==> src/rtl/dsm2_pkg.sv <==
package dsm2_pkg;

    // number of cascaded integrators in the loop
    localparam int NUM_STAGES = 2;

    // feedback polarity selected by the quantizer bit
    typedef enum logic {
        FB_NEG = 1'b0,
        FB_POS = 1'b1
    } fb_pol_e;

endpackage

==> src/rtl/dsm2_integrator.sv <==
module dsm2_integrator #(
    parameter int IN_W  = 16,
    parameter int ACC_W = 24
) (
    input  logic                    clk,
    input  logic                    rst,
    input  logic signed [ACC_W-1:0] inc,
    input  dsm2_pkg::fb_pol_e       fb_pol,
    output logic signed [ACC_W-1:0] acc_next,
    output logic signed [ACC_W-1:0] acc_q
);

    localparam int EXT_W = ACC_W + 2;
    localparam logic signed [EXT_W-1:0] FB_MAG = EXT_W'(64'sd1 <<< (IN_W - 1));
    localparam logic signed [EXT_W-1:0] SAT_HI = EXT_W'((64'sd1 <<< (ACC_W - 1)) - 64'sd1);
    localparam logic signed [EXT_W-1:0] SAT_LO = -SAT_HI - EXT_W'(1);

    logic signed [EXT_W-1:0] fb_term;
    logic signed [EXT_W-1:0] raw_sum;

    always_comb begin
        fb_term = (fb_pol == dsm2_pkg::FB_POS) ? FB_MAG : -FB_MAG;
        raw_sum = EXT_W'(acc_q) + EXT_W'(inc) - fb_term;
        if (raw_sum > SAT_HI) begin
            acc_next = SAT_HI[ACC_W-1:0];
        end else if (raw_sum < SAT_LO) begin
            acc_next = SAT_LO[ACC_W-1:0];
        end else begin
            acc_next = raw_sum[ACC_W-1:0];
        end
    end

    always_ff @(posedge clk) begin
        if (rst) begin
            acc_q <= '0;
        end else begin
            acc_q <= acc_next;
        end
    end

endmodule

==> src/rtl/dsm2_quantizer.sv <==
module dsm2_quantizer #(
    parameter int ACC_W = 24
) (
    input  logic                    clk,
    input  logic                    rst,
    input  logic signed [ACC_W-1:0] level_next,
    output logic                    bit_q
);

    // decide on the value the last integrator is about to hold
    always_ff @(posedge clk) begin
        if (rst) begin
            bit_q <= 1'b0;
        end else begin
            bit_q <= ~level_next[ACC_W-1];
        end
    end

endmodule

==> src/rtl/dsm2_modulator.sv <==
module dsm2_modulator #(
    parameter int IN_W  = 16,
    parameter int ACC_W = 24
) (
    input  logic                   clk,
    input  logic                   rst,
    input  logic signed [IN_W-1:0] sample_in,
    output logic                   bit_out
);

    localparam int NST = dsm2_pkg::NUM_STAGES;

    logic signed [ACC_W-1:0] x_ext;
    logic signed [ACC_W-1:0] stage_in [NST];
    logic signed [ACC_W-1:0] stage_d  [NST];
    logic signed [ACC_W-1:0] stage_q  [NST];
    logic signed [ACC_W-1:0] integ1_q;
    logic signed [ACC_W-1:0] integ2_q;
    dsm2_pkg::fb_pol_e       fb_pol;
    logic                    bit_q;

    assign x_ext  = ACC_W'(sample_in);
    assign fb_pol = bit_q ? dsm2_pkg::FB_POS : dsm2_pkg::FB_NEG;

    for (genvar k = 0; k < NST; k++) begin : g_stage
        if (k == 0) begin : g_first
            assign stage_in[k] = x_ext;
        end else begin : g_next
            assign stage_in[k] = stage_d[k-1];
        end
        dsm2_integrator #(
            .IN_W  (IN_W),
            .ACC_W (ACC_W)
        ) u_integ (
            .clk      (clk),
            .rst      (rst),
            .inc      (stage_in[k]),
            .fb_pol   (fb_pol),
            .acc_next (stage_d[k]),
            .acc_q    (stage_q[k])
        );
    end

    dsm2_quantizer #(
        .ACC_W (ACC_W)
    ) u_quant (
        .clk        (clk),
        .rst        (rst),
        .level_next (stage_d[NST-1]),
        .bit_q      (bit_q)
    );

    assign integ1_q = stage_q[0];
    assign integ2_q = stage_q[NST-1];
    assign bit_out  = bit_q;

endmodule

==> config.mk <==
export PLATFORM = sky130hd
export DESIGN_NAME = dsm2_modulator
export DESIGN_NICKNAME = d
export VERILOG_FILES = /design/src/rtl/dsm2_pkg.sv /design/src/rtl/dsm2_integrator.sv /design/src/rtl/dsm2_quantizer.sv /design/src/rtl/dsm2_modulator.sv
export SDC_FILE = /design/constraint.sdc
export NUM_CORES = 1
export LEC_CHECK = 0
export ABC_CLOCK_PERIOD_IN_PS = 10900
export BUFFER_PORTS_ARGS = -buffer_cell sky130_fd_sc_hd__buf_2
export CAP_MARGIN = 20
export CORE_ASPECT_RATIO = 1.75
export CORE_UTILIZATION = 50
export DETAILED_ROUTE_END_ITERATION = 7
export GPL_TIMING_DRIVEN = 0
export PLACE_DENSITY = 0.7
export SETUP_SLACK_MARGIN = 0.1
export SLEW_MARGIN = 10
export SYNTH_ARGS = -nofsm -noshare
export SYNTH_HDL_FRONTEND = slang
export SYNTH_SLANG_ARGS = --single-unit
==> constraint.sdc <==
create_clock -name clk -period 10.9 [get_ports clk]
set_input_delay 1.09 -clock clk [delete_from_list [all_inputs] [get_ports clk]]
set_output_delay 1.09 -clock clk [all_outputs]
set_load 0.03 [all_outputs]
==> impl_metrics.json, run 1 <==
{
  "multi_input_area_mm2": 0.00371,
  "grt_pass1_wl_mm": 20.6,
  "gr-usage-met1": 0.245,
  "io_pins": 19,
  "dp.cells": 745,
  "slew_headroom": 0.370,
  "ys_ff_latch": 49,
  "layout_min_cycle_time_ns": 10.40,
  "final_cells": 754,
  "port_buffers": 17,
  "core_mm2": 0.00941,
  "register_area_um2": 981,
  "yosysTopAreaCell": "dfxtp_1",
  "avgViaCountPerCell": 6.03,
  "synthesis.nets": 694,
  "cts_buffers": 5,
  "finalSetupTns_ns": 0,
  "grt_usage": 0.249,
  "crit_path_end_kind": "flip-flop",
  "htree_num_levels": 2,
  "num_rows": 47,
  "place.gp.congestion": 0.990,
  "grt_max_degree": 22,
  "ys_seq_area_frac": 0.204,
  "path_common_cell": "ha_1",
  "final.period_utilization": 0.955,
  "grt_overflow": 0,
  "crit_type": "in2reg",
  "n_antenna_cell": 0,
  "hp-class": "reg2reg",
  "drive_above_1_share": 0.123,
  "die_area_mm2": 0.0100,
  "finalMaxSlewViolations": 0,
  "synth_top_area_frac": 0.204,
  "critPathArrivalTime_ns": 10.56,
  "cts_tree": "built",
  "wl_per_cell_um": 16.1,
  "fp.dieW_um": 76.2,
  "clk_pin_slew_ns": 0.07,
  "totalWireLength_mm": 12.2,
  "grt.busiest_layer": "met2",
  "insertion_delay_ns": 0.29,
  "fill_cells": 903,
  "crit_required_ns": 11.05,
  "drtIter0Drc": 127,
  "start_util": 0.512,
  "cts_root_buf": "clkbuf_16",
  "synth.distinct_cells": 60,
  "ys.flop_type": "dfxtp_1",
  "rr_worst_depth": 44,
  "die_h_um": 132,
  "synthCells": 606,
  "rsz0062_at_grt": "no",
  "syn-cell-area_mm2": 0.00481,
  "clockBufferDepth": 2,
  "drv_cap": 0,
  "dr_total_vias": 4548,
  "ant_nets": 0,
  "skew_ns": 0.00490,
  "use_met3": 0.0318,
  "yosys-top-cells-area": "dfxtp_1 20%, ha_1 17%, o21ai_0 7.3%",
  "hold_depth": 3,
  "hpwl_mm": 9.65,
  "firstDrtPassIters": 4,
  "hold_slack_ns": 0.642,
  "cp_max_fo": 10,
  "run_status": "finished clean",
  "yosys_warnings": 0,
  "async_flop_share": 0,
  "clkSinkCount": 49,
  "setup_viol": 0,
  "max_slew.worst_pin.slew_ns": 0.943,
  "slowest_delay_ns": 0.45,
  "fmax_ghz": 0.0961,
  "grt_pass1_vias": 4683,
  "synth_enable_flop_cells": 0,
  "synthToLayoutAreaGrowth_pct": 10.3,
  "hold_viol_final": 0,
  "worstSetupStartpointType": "primary input",
  "layout.nets": 719,
  "holdBufCountCts": 0,
  "route.detailed.drc": 0,
  "use_met2": 0.494,
  "avgSynthCellArea_um2": 7.94,
  "antenna_found_initial": 0,
  "cpMaxStageDelayCell": "fa_1"
}
[metrics by stage]
stage	instance area, um^2	worst slack, ns	util
2_1_floorplan	4810	1.63	-
3_3_place_gp	5050	-0.583	0.537
3_5_place_dp	5050	-0.810	0.537
4_1_cts	5260	0.179	0.559
5_1_grt	5310	0.00599	0.565
6_report	5310	0.495	0.565
[cell families after synthesis]
family | synth area share
AO/OA/AOI/OAI | 0.304
multiplexers | 0.00416
flip-flops | 0.204
adder cells (fa/ha/maj) | 0.188
XOR/XNOR | 0.0910
buffers and inverters | 0.0403
AND/OR/NAND/NOR | 0.169
[worst max-delay path: cells and delay by family]
kind / cells / cell delay (ns)
AOI/OAI and AO/OA: 21 / 4.56
xor gates and xnor gates: 1 / 0.15
adders and majority gates: 6 / 1.92
buffers and inverters: 5 / 0.93
and+or+nand+nor: 12 / 1.89
[synth_stat cells (all sizes together), types with 5 or more instances]
| cell type | n |
|---|---|
| a211oi | 6 |
| a21o | 14 |
| a21oi | 49 |
| a31oi | 9 |
| and3 | 6 |
| clkbuf | 13 |
| dfxtp | 49 |
| ha | 66 |
| inv | 30 |
| nand2 | 32 |
| nand2b | 9 |
| nand3 | 15 |
| nor2 | 43 |
| nor2b | 16 |
| nor3 | 16 |
| nor4 | 5 |
| o21a | 9 |
| o21ai | 90 |
| o21bai | 6 |
| o31ai | 5 |
| xnor2 | 32 |
| xor2 | 18 |
[sequential cells by signal, indices dropped and copies added (netlist names)]
signal and cells:
u_quant.bit_q 1, g_stage.u_integ.acc_q 48
[cells in the final DEF (no fill, tap or decap), types with 3 or more instances in the layout]
master,Yosys,final
and2_1,4,4
nor2_1,43,43
nand3_1,15,15
xnor2_1,32,32
clkbuf_1,13,6
o21bai_1,6,6
clkbuf_16,0,5
nand4_1,4,4
nand2b_1,9,9
dfxtp_1,49,49
o31ai_1,5,5
nor3_1,16,15
or3_1,4,4
clkbuf_2,0,7
a21o_1,14,14
nand2_1,32,32
o211ai_1,4,4
a21oi_2,1,4
buf_2,2,19
nor4_1,5,5
nand3b_1,3,3
and3_1,6,6
fa_1,4,4
o21ai_2,19,19
xor2_1,18,18
a31o_2,3,3
inv_1,30,30
ha_1,66,66
o21a_1,9,9
nor2b_1,16,14
o21ai_0,70,67
a21oi_1,48,45
o21ai_1,1,4
a31oi_1,9,9
a211oi_2,2,4
[layout make-up]
type / instances / area share
clock inverters: 2 / 0.00707
well taps: 122 / 0.0287
inverters: 30 / 0.0212
flip-flops and latches: 49 / 0.185
multi-input cells: 510 / 0.698
plain buffers: 17 / 0.0170
clock buffers: 6 / 0.0261
repair buffers: 18 / 0.0174
[path summary, 6_finish.rpt]
check,startpoint,to,slack (ns)
max,sample_in[0],g_stage[1].u_integ.acc_q[6],0.50
min,g_stage[0].u_integ.acc_q[0],g_stage[0].u_integ.acc_q[0],0.64
max reg2reg,g_stage[0].u_integ.acc_q[0],g_stage[1].u_integ.acc_q[6],1.12
min reg2reg,g_stage[0].u_integ.acc_q[0],g_stage[0].u_integ.acc_q[0],0.64
[routing by layer]
layer	vias up	wire length [um]	part of all wire
met5	-	0	0
met1	2144	4710	0.39
met2	83	6710	0.55
met4	0	501	0.041
li1	2287	-	-
met3	34	262	0.022
[repair_timing]
| action | 4_1_cts | 5_1_grt |
|---|---|---|
| setup endpoints to repair | 23 | 23 |
| hold endpoints to repair | 0 | 0 |
| setup buffers | 0 | 1 |
| gates resized for setup | 12 | 14 |
Power of run 1 is not shown: default switching activity piles up to over one toggle a cycle in this logic, so the estimate is an artifact.
==> inputs of run 2 (changes only) <==
--- a/config.mk
+++ b/config.mk
@@ -9,10 +9,10 @@
 export BUFFER_PORTS_ARGS = -buffer_cell sky130_fd_sc_hd__buf_2
 export CAP_MARGIN = 20
 export CORE_ASPECT_RATIO = 1.75
-export CORE_UTILIZATION = 50
+export CORE_UTILIZATION = 64
 export DETAILED_ROUTE_END_ITERATION = 7
 export GPL_TIMING_DRIVEN = 0
-export PLACE_DENSITY = 0.7
+export PLACE_DENSITY = 0.85
 export SETUP_SLACK_MARGIN = 0.1
 export SLEW_MARGIN = 10
 export SYNTH_ARGS = -nofsm -noshare
==> impl_metrics.json, run 2 (same netlist as run 1, synthesis figures left out) <==
{
  "slowest_delay_ns": 0.52,
  "die_area_mm2": 0.00789,
  "hpwl_mm": 9.29,
  "hold_viol_final": 0,
  "finalMaxSlewViolations": 0,
  "port_buffers": 17,
  "grt_pass1_wl_mm": 19.2,
  "num_rows": 41,
  "top_layer": "met4",
  "final.period_utilization": 0.933,
  "io_pins": 19,
  "fill_cells": 588,
  "final_cell_mix": "66 x o21ai_0, 66 x ha_1, 49 x dfxtp_1",
  "avgViaCountPerCell": 6.43,
  "crit_path_end_kind": "flip-flop",
  "cts_tree": "built",
  "slew_headroom": 0.369,
  "n_antenna_cell": 0,
  "largest-register": "g_stage.u_integ.acc_q",
  "path_common_cell": "ha_1",
  "finalSetupTns_ns": 0,
  "crit_required_ns": 11.06,
  "htree_num_levels": 2,
  "antenna_found_initial": 0,
  "hp-class": "reg2reg",
  "layout.nets": 718,
  "drtIter0Drc": 223,
  "skew_ns": 0.00957,
  "crit_type": "in2reg",
  "start_util": 0.666,
  "dr_total_vias": 4602,
  "ant_nets": 0,
  "top_regs": "g_stage.u_integ.acc_q (48), u_quant.bit_q (1)",
  "critPathArrivalTime_ns": 10.33,
  "met1_length_mm": 4.61,
  "die_h_um": 117,
  "worst-path-buf-inv": 3,
  "grt_max_degree": 22,
  "layout_min_cycle_time_ns": 10.17,
  "drive_above_1_share": 0.117,
  "synthToLayoutAreaGrowth_pct": 8.81,
  "core_mm2": 0.00723,
  "postLayoutCoreUtil": 0.724,
  "cpMaxStageDelayCell": "or4b_1",
  "cp_max_fo": 10,
  "insertion_delay_ns": 0.30,
  "postCtsSetupBuffers": 0,
  "totalWireLength_mm": 11.9,
  "run_status": "finished clean",
  "hold_slack_ns": 0.633,
  "wl_met3_um": 399,
  "fp.dieW_um": 67.6,
  "worstSetupStartpointType": "primary input",
  "grt_pass1_vias": 4578,
  "clk_pin_slew_ns": 0.07,
  "clockBufferDepth": 2,
  "grt_overflow": 0,
  "grt_usage": 0.316,
  "rsz0062_at_grt": "no",
  "fmax_ghz": 0.0983,
  "largest_register_ffs": 48,
  "place.gp.congestion": 1.04,
  "holdBufCountCts": 0,
  "max_slew.worst_pin.slew_ns": 0.945,
  "wl_per_cell_um": 16.6,
  "cts_root_buf": "clkbuf_16",
  "drv_cap": 0,
  "dp.cells": 709,
  "setup_viol": 0,
  "route.met2.wl_mm": 6.32,
  "route.detailed.drc": 0,
  "crit_family": "compound AO/OA/AOI/OAI gates",
  "cts_buffers": 5,
  "final_cells": 716,
  "firstDrtPassIters": 5,
  "clkSinkCount": 49
}
run 2: timing repair:
item | CTS | global route
gates resized for setup | 7 | 20
hold endpoints to repair | 0 | 0
endpoints found under the setup margin | 20 | 23
run 2: final cells by class:
type | instances | area (um^2) | area share
Timing Repair Buffer | 17 | 85.1 | 0.0162
Buffer | 17 | 88.8 | 0.0170
Clock inverter | 2 | 35.0 | 0.00669
Sequential cell | 49 | 981 | 0.187
Clock buffer | 5 | 125 | 0.0239
Inverter | 30 | 113 | 0.0215
Multi-Input combinational cell | 510 | 3700 | 0.707
Tap cell | 86 | 108 | 0.0205
run 2: worst paths after layout:
path / startpoint / to / slack, ns / depth (start not counted)
hold / removal: g_stage[0].u_integ.acc_q[0] / g_stage[0].u_integ.acc_q[0] / 0.63 / 3
hold reg to reg: g_stage[0].u_integ.acc_q[0] / g_stage[0].u_integ.acc_q[0] / 0.63 / 3
setup / recovery: sample_in[0] / g_stage[1].u_integ.acc_q[22] / 0.73 / 41
setup reg to reg: g_stage[0].u_integ.acc_q[0] / g_stage[1].u_integ.acc_q[22] / 1.34 / 40
run 2: metal layers:
| layer | track usage | vias to the layer above |
|---|---|---|
| li1 | - | 2283 |
| met4 | 0.193 | 0 |
| met2 | 0.591 | 123 |
| met3 | 0.0547 | 46 |
| met1 | 0.304 | 2150 |
| met5 | 0 | - |
run 2: metrics by stage:
stage | cell area [um^2] | worst slack [ns]
finish | 5240 | 0.729
global route | 5240 | 0.0894
CTS | 5180 | 0.148
detailed placement | 5010 | -0.511
global placement | 5010 | -0.211
floorplan | 4810 | 1.63
run 2: worst min-delay path: cells and delay by family, from the launching register on:
kind	cells	cell delay, ns
AO/OA/AOI/OAI	1	0.13
buffers and inverters	1	0.04
adder cells (fa/ha/maj)	1	0.11
flip-flops	1	0.32
Power of run 2 is left out for the same reason.
